<file path="config.mk">
export PLATFORM = sky130hd
export DESIGN_NAME = panel_out_if
export DESIGN_NICKNAME = d
export VERILOG_FILES = /design/src/rtl/panel_out_pkg.sv /design/src/rtl/pof_ctrl.sv /design/src/rtl/pof_pack.sv /design/src/rtl/panel_out_if.sv
export SDC_FILE = /design/constraint.sdc
export NUM_CORES = 1
export LEC_CHECK = 0
export BUFFER_PORTS_ARGS = -buffer_cell sky130_fd_sc_hd__buf_2
export CAP_MARGIN = 25
export CELL_PAD_IN_SITES_DETAIL_PLACEMENT = 1
export CELL_PAD_IN_SITES_GLOBAL_PLACEMENT = 1
export CORE_MARGIN = 8
export CORE_UTILIZATION = 40
export CTS_BUF_LIST = sky130_fd_sc_hd__clkbuf_16
export CTS_CLUSTER_SIZE = 25
export DETAILED_ROUTE_END_ITERATION = 8
export PLACE_DENSITY = 0.88
export SETUP_SLACK_MARGIN = 0.2
export SLEW_MARGIN = 0
export SYNTH_ARGS = -nofsm -noshare
export SYNTH_HDL_FRONTEND = slang
export SYNTH_SLANG_ARGS = --single-unit
</file>
<file path="constraint.sdc">
create_clock -name clk -period 2.4 [get_ports clk]
set_clock_uncertainty 0.2 [all_clocks]
set_input_delay 0.36 -clock clk [delete_from_list [all_inputs] [get_ports clk]]
set_output_delay 0.36 -clock clk [all_outputs]
set_load 0.01 [all_outputs]
</file>
<file path="src/rtl/panel_out_pkg.sv">
package panel_out_pkg;

  typedef enum logic [1:0] {
    MD_OFF   = 2'd0,
    MD_BLANK = 2'd1,
    MD_NORM  = 2'd2
  } omode_e;

  // Priority decode; power-down is handled separately by its own path.
  function automatic omode_e pick_mode(input logic en, input logic pd, input logic bl);
    if (pd || !en) return MD_OFF;
    else if (bl)   return MD_BLANK;
    else           return MD_NORM;
  endfunction

endpackage

</file>
<file path="src/rtl/pof_ctrl.sv">
module pof_ctrl
  import panel_out_pkg::*;
(
  input  logic   clk,
  input  logic   rst_n,
  input  logic   pd,
  input  logic   take_sof,
  input  logic   cfg_enable,
  input  logic   cfg_blank_mode,
  input  logic   cfg_double,
  input  logic   cfg_clk_inv,
  output omode_e eff_mode,
  output logic   eff_dbl,
  output logic   eff_inv,
  output omode_e cur_mode,
  output logic   cur_dbl,
  output logic   cur_inv
);

  omode_e mode_q;
  logic   dbl_q, inv_q;

  always_comb begin
    if (take_sof) begin
      eff_mode = pick_mode(cfg_enable, pd, cfg_blank_mode);
      eff_dbl  = cfg_double;
      eff_inv  = cfg_clk_inv;
    end else begin
      eff_mode = mode_q;
      eff_dbl  = dbl_q;
      eff_inv  = inv_q;
    end
  end

  always_ff @(posedge clk) begin
    if (!rst_n || pd) begin
      mode_q <= MD_OFF;
      dbl_q  <= 1'b0;
      inv_q  <= 1'b0;
    end else if (take_sof) begin
      mode_q <= eff_mode;
      dbl_q  <= eff_dbl;
      inv_q  <= eff_inv;
    end
  end

  assign cur_mode = mode_q;
  assign cur_dbl  = dbl_q;
  assign cur_inv  = inv_q;


  cfg_hold_chk: assert property (@(posedge clk) disable iff (!rst_n)
    !(take_sof || pd) |=> $stable({mode_q, dbl_q, inv_q}));

endmodule

</file>
<file path="src/rtl/pof_pack.sv">
module pof_pack
  import panel_out_pkg::*;
#(
  parameter int PIX_W = 24,
  localparam int OUT_W = 2 * PIX_W
) (
  input  logic             clk,
  input  logic             rst_n,
  input  logic             pd,
  input  logic             beat,
  input  logic             sof,
  input  logic             eof,
  input  omode_e           eff_mode,
  input  logic             eff_dbl,
  input  logic             eff_inv,
  input  logic [PIX_W-1:0] pix_in,
  input  logic [PIX_W-1:0] blank_pix,
  output logic             out_valid,
  output logic [OUT_W-1:0] out_data,
  output logic             odd_err,
  output logic             pclk_lvl
);

  logic             ph_q, ph_in;
  logic [PIX_W-1:0] lo_q, pix_sel;

  always_comb begin
    ph_in   = sof ? 1'b0 : ph_q;
    pix_sel = (eff_mode == MD_BLANK) ? blank_pix : pix_in;
  end

  always_ff @(posedge clk) begin
    if (!rst_n || pd) begin
      ph_q      <= 1'b0;
      lo_q      <= '0;
      out_valid <= 1'b0;
      out_data  <= '0;
      odd_err   <= 1'b0;
      pclk_lvl  <= 1'b0;
    end else if (beat) begin
      if (eff_mode == MD_OFF) begin
        ph_q      <= 1'b0;
        out_valid <= 1'b0;
        out_data  <= '0;
        odd_err   <= 1'b0;
        pclk_lvl  <= 1'b0;
      end else if (!eff_dbl) begin
        ph_q      <= 1'b0;
        out_valid <= 1'b1;
        out_data  <= {{PIX_W{1'b0}}, pix_sel};
        odd_err   <= 1'b0;
        pclk_lvl  <= 1'b0;
      end else if (!ph_in) begin
        lo_q <= pix_sel;
        if (eof) begin
          ph_q      <= 1'b0;
          out_valid <= 1'b1;
          out_data  <= {blank_pix, pix_sel};
          odd_err   <= 1'b1;
          pclk_lvl  <= ~eff_inv;
        end else begin
          ph_q      <= 1'b1;
          out_valid <= 1'b0;
          odd_err   <= 1'b0;
          pclk_lvl  <= eff_inv;
        end
      end else begin
        ph_q      <= 1'b0;
        out_valid <= 1'b1;
        out_data  <= {pix_sel, lo_q};
        odd_err   <= 1'b0;
        pclk_lvl  <= ~eff_inv;
      end
    end else begin
      out_valid <= 1'b0;
      odd_err   <= 1'b0;
    end
  end


  odd_pad_chk: assert property (@(posedge clk) disable iff (!rst_n)
    (beat && !pd && eff_mode != MD_OFF && eff_dbl && !ph_in && eof)
    |=> (odd_err && out_valid && out_data[OUT_W-1:PIX_W] == $past(blank_pix)));


  err_pulse_chk: assert property (@(posedge clk) disable iff (!rst_n)
    odd_err |=> !odd_err || $past(beat));

endmodule

</file>
<file path="src/rtl/panel_out_if.sv">
module panel_out_if
  import panel_out_pkg::*;
#(
  parameter int COMP_W = 8,
  localparam int PIX_W = 3 * COMP_W,
  localparam int OUT_W = 2 * PIX_W
) (
  input  logic              clk,
  input  logic              rst_n,
  input  logic              in_valid,
  output logic              in_ready,
  input  logic              in_sof,
  input  logic              in_eof,
  input  logic [PIX_W-1:0]  in_pix,
  input  logic              cfg_enable,
  input  logic              cfg_power_down,
  input  logic              cfg_blank_mode,
  input  logic              cfg_double,
  input  logic              cfg_clk_inv,
  input  logic [COMP_W-1:0] cfg_blank_r,
  input  logic [COMP_W-1:0] cfg_blank_g,
  input  logic [COMP_W-1:0] cfg_blank_b,
  output logic              out_valid,
  output logic [OUT_W-1:0]  out_data,
  output logic              out_odd_err,
  output logic              out_pclk_lvl,
  output logic              out_pclk_dbl,
  output logic              out_pclk_inv
);

  logic             beat, take_sof, active;
  logic [PIX_W-1:0] blank_pix;
  omode_e           eff_mode, cur_mode;
  logic             eff_dbl, eff_inv, cur_dbl, cur_inv;

  assign in_ready  = ~cfg_power_down;
  assign beat      = in_valid & in_ready;
  assign take_sof  = beat & in_sof;
  assign blank_pix = {cfg_blank_r, cfg_blank_g, cfg_blank_b};

  pof_ctrl u_ctrl (
    .clk(clk), .rst_n(rst_n), .pd(cfg_power_down), .take_sof(take_sof),
    .cfg_enable(cfg_enable), .cfg_blank_mode(cfg_blank_mode),
    .cfg_double(cfg_double), .cfg_clk_inv(cfg_clk_inv),
    .eff_mode(eff_mode), .eff_dbl(eff_dbl), .eff_inv(eff_inv),
    .cur_mode(cur_mode), .cur_dbl(cur_dbl), .cur_inv(cur_inv)
  );

  pof_pack #(.PIX_W(PIX_W)) u_pack (
    .clk(clk), .rst_n(rst_n), .pd(cfg_power_down), .beat(beat),
    .sof(in_sof), .eof(in_eof), .eff_mode(eff_mode), .eff_dbl(eff_dbl),
    .eff_inv(eff_inv), .pix_in(in_pix), .blank_pix(blank_pix),
    .out_valid(out_valid), .out_data(out_data), .odd_err(out_odd_err),
    .pclk_lvl(out_pclk_lvl)
  );

  assign active       = (cur_mode != MD_OFF);
  assign out_pclk_dbl = active & cur_dbl;
  assign out_pclk_inv = active & cur_inv;


  pd_quiet_chk: assert property (@(posedge clk) disable iff (!rst_n)
    cfg_power_down |=> (!out_valid && out_data == '0 && !out_odd_err &&
                        !out_pclk_lvl && !out_pclk_dbl && !out_pclk_inv));


  off_quiet_chk: assert property (@(posedge clk) disable iff (!rst_n)
    (cur_mode == MD_OFF) |-> (!out_valid && !out_pclk_lvl && !out_odd_err));


  single_upper_chk: assert property (@(posedge clk) disable iff (!rst_n)
    (out_valid && !cur_dbl) |-> (out_data[OUT_W-1:PIX_W] == '0));


  blank_fill_chk: assert property (@(posedge clk) disable iff (!rst_n)
    (out_valid && cur_mode == MD_BLANK && !cur_dbl)
    |-> (out_data[PIX_W-1:0] == $past(blank_pix)));

endmodule

</file>
==> results.sh <==
export IMPL_min_period_ps=2000
export IMPL_seq_area_frac_synth=0.368
export IMPL_irDropWorstVdd_v=0.000250
export IMPL_layout_commonest_cell="buf_2"
export IMPL_synth_area_sq_mm=0.00436
export IMPL_status="completed"
export IMPL_ioPinCount=112
export IMPL_finalNonFillerCells=719
export IMPL_grt_start_max_net_pins=40
export IMPL_regArea_sq_mm=0.00160
export IMPL_setup_tns_ps=0
export IMPL_track_usage=0.189
export IMPL_die_w_um=120
export IMPL_synth_xor_area_frac=0.00201
export IMPL_synth_seq_cells=80
export IMPL_drv_slew=0
export IMPL_die_y_um=120
export IMPL_cap_violations=0
export IMPL_yosys_top_cells_area="dfxtp_1 (37%), mux2i_1 (17%), a32o_1 (9.0%), nor2_1 (8.7%), o2bb2ai_1 (4.8%)"
export IMPL_insertion_delay_ps=340
export IMPL_viasPerCell=5.46
export IMPL_critPathRequiredTime_ps=2460
export IMPL_cts_sinks=80
export IMPL_setup_viol_count_final=0
export IMPL_antenna_cells=0
export IMPL_max_freq_mhz=500
export IMPL_hold_class="input port to flop"
export IMPL_synth_adder_area_share=0
export IMPL_synth_area_leader_cell="dfxtp_1"
export IMPL_port_buffers=111
export IMPL_hold_depth=3
export IMPL_area_growth_pct=21.1
export IMPL_cts_made_buffers=9
export IMPL_synthCells=477
export IMPL_grt_antenna_before_repair=0
export IMPL_reg2reg_to="u_pack.lo_q[18]$_SDFFE_PP0P_"
export IMPL_drt_first_iter_violations=177
export IMPL_worst_pin_slew_ps=525
export IMPL_fin_hold_ws_ps=129
export IMPL_arrival_ps=2060
export IMPL_dieArea_sq_mm=0.0145
export IMPL_rsz0062_at_grt="no"
export IMPL_clk_path_buf_depth=2
export IMPL_criticalPathCategory="flop to flop"
export IMPL_wl_per_cell_um=18.9
export IMPL_drc=0
export IMPL_overflow=0
export IMPL_synth_nets=535
export IMPL_multi_input_area_sq_mm=0.00247
export IMPL_p_total_mw=3.07
export IMPL_drive_gt1_frac=0.282
export IMPL_finalHoldViolCount=0
export IMPL_cts_root_buf="clkbuf_16"
export IMPL_cts_tree="done"
export IMPL_synth_simple_area_share=0.203
export IMPL_gp_congestion=0.782
export IMPL_min_period_over_period=0.833
export IMPL_p_leak_nw=2.83
export IMPL_ff2ff_setup_slack_ps=400
export IMPL_grt_pass1_wl_um=22200
export IMPL_avgSynthCellArea_sq_um=9.13
export IMPL_hp_start="cfg_clk_inv"
export IMPL_num_rows=38
export IMPL_netlist_area_leader_share=0.368
export IMPL_vias=3925
export IMPL_cts_hold_fix_buffers=0
export IMPL_grt_pass1_vias=4412
export IMPL_fillers=1294
export IMPL_cts_resized=0
export IMPL_wl_um=13600
export IMPL_cts_setup_buffers=0
export IMPL_dp_cells=703
export IMPL_final_nets=632
export IMPL_muxShareOfSynthArea=0.174
export IMPL_reg2reg_depth=5
export IMPL_synth_top_family_by_area="simple AND/OR/NAND/NOR gates"
export IMPL_synth_compound_area_frac=0.186
export IMPL_cp_start_kind="flop"
export IMPL_h_tree_depth=3
export IMPL_reg2reg_from="u_ctrl.cur_mode[0]$_SDFFE_PP0N_"
export IMPL_p_per_area_mw_per_mm2=582
export IMPL_synth_cell_types=41
export IMPL_crit_path_max_fanout=10
export IMPL_crit_path_end_kind="flop"
export IMPL_ant_nets=0
export IMPL_slew_headroom=0.645
export IMPL_clkTransAtPathRegs_ps=60
export IMPL_start_util=0.405
export IMPL_drt_pass1_iter_count=4
export IMPL_holdPathEnd="u_ctrl.cur_inv$_SDFFE_PP0N_"
export IMPL_core_sq_mm=0.0107
export IMPL_yosys_warnings=0
export IMPL_place_hpwl_um=10000
export IMPL_mostFrequentLayoutCells="buf_2 (111), nor2_1 (101), dfxtp_1 (80)"
-- layout make-up --
cell class | count | area share
Timing Repair Buffer | 129 | 0.136
Inverter | 2 | 0.00142
Clock buffer | 9 | 0.0427
Tap cell | 140 | 0.0332
Multi-Input combinational cell | 352 | 0.468
Clock inverter | 7 | 0.0149
Sequential cell | 80 | 0.304
-- where the power goes --
| part | switching [mW] | leakage [nW] | total [mW] | internal, mW |
|---|---|---|---|---|
| clock | 0.529 | 0.155 | 1.42 | 0.893 |
| combinational | 0.179 | 2.03 | 0.304 | 0.125 |
| sequential | 0.00719 | 0.645 | 1.35 | 1.34 |
| total | 0.716 | 2.83 | 3.07 | 2.36 |
-- critical path, stage by stage (launching register included) --
cell	delay (ps)
dfxtp_1	420
nor3_1	120
nor4b_4	420
nand3_2	330
buf_4	280
o2bb2ai_1	160
-- kinds of logic after synthesis --
group | count (synthesis)
AO/OA/AOI/OAI | 83
XOR/XNOR | 1
buffers and inverters | 45
flip-flops | 80
multiplexers | 75
AND/OR/NAND/NOR | 193
-- cell usage after synthesis --
library cell  count
a21o_1            1
a311oi_2          1
nand3_2           1
nor2_1          101
a21oi_1           2
dfxtp_1          80
a21oi_2           1
inv_1             1
nand2b_2          1
nand3_1           1
buf_2             8
nor3b_1           2
o2111a_2          1
nor2b_4           1
a31oi_4           1
clkinv_1          1
clkbuf_4          1
and3b_1           1
nand4_1           1
a32o_2            9
nand2b_1         26
nor3_1            1
a21bo_2           1
xnor2_1           1
nor2b_1           1
nand3b_4          1
nand2_1          51
buf_4             7
nor4b_4           1
a32o_1           39
clkbuf_1         18
nand4_2           1
o21a_1            3
buf_6             4
mux2_4            1
o2bb2ai_1        24
mux2i_1          73
mux2_2            1
buf_8             5
nor4b_1           1
and2_1            1
-- flip-flops by register name, indices dropped and copies added, names as in the netlist --
| signal | flops |
|---|---|
| u_pack.out_data | 48 |
| u_ctrl.cur_inv | 1 |
| u_ctrl.cur_dbl | 1 |
| u_pack.odd_err | 1 |
| u_pack.ph_q | 1 |
| u_pack.out_valid | 1 |
| u_ctrl.cur_mode | 2 |
| u_pack.lo_q | 24 |
| u_pack.pclk_lvl | 1 |
-- layer usage --
layer,share of wire,GRT usage,wire [um]
met3,0.058,0.0583,794
met1,0.42,0.215,5790
met5,0,0,0
met4,0.012,0.0515,168
met2,0.50,0.334,6870
-- through the flow --
stage / cell area [sq um] / util / setup WS (ps)
after CTS: 5280 / 0.491 / 370
after global placement: 4970 / 0.463 / 240
after detailed placement: 4970 / 0.463 / 131
after floorplan: 4360 / - / 492
final: 5280 / 0.491 / 401
after global routing: 5280 / 0.491 / 274
-- worst max path at each step --
stage | from | end | slack (ps)
after floorplan | in_sof | u_pack.out_data[39]$_SDFFE_PP0P_ | 490
after global placement | in_valid | u_pack.out_data[28]$_SDFFE_PP0P_ | 240
after detailed placement | in_valid | u_pack.out_data[6]$_SDFFE_PP0P_ | 130
after CTS | u_ctrl.cur_mode[0]$_SDFFE_PP0N_ | u_pack.lo_q[18]$_SDFFE_PP0P_ | 370
after global routing | u_ctrl.cur_mode[0]$_SDFFE_PP0N_ | u_pack.lo_q[18]$_SDFFE_PP0P_ | 270
final | u_ctrl.cur_mode[0]$_SDFFE_PP0N_ | u_pack.lo_q[18]$_SDFFE_PP0P_ | 400
Power figures use the tool's default switching activity.
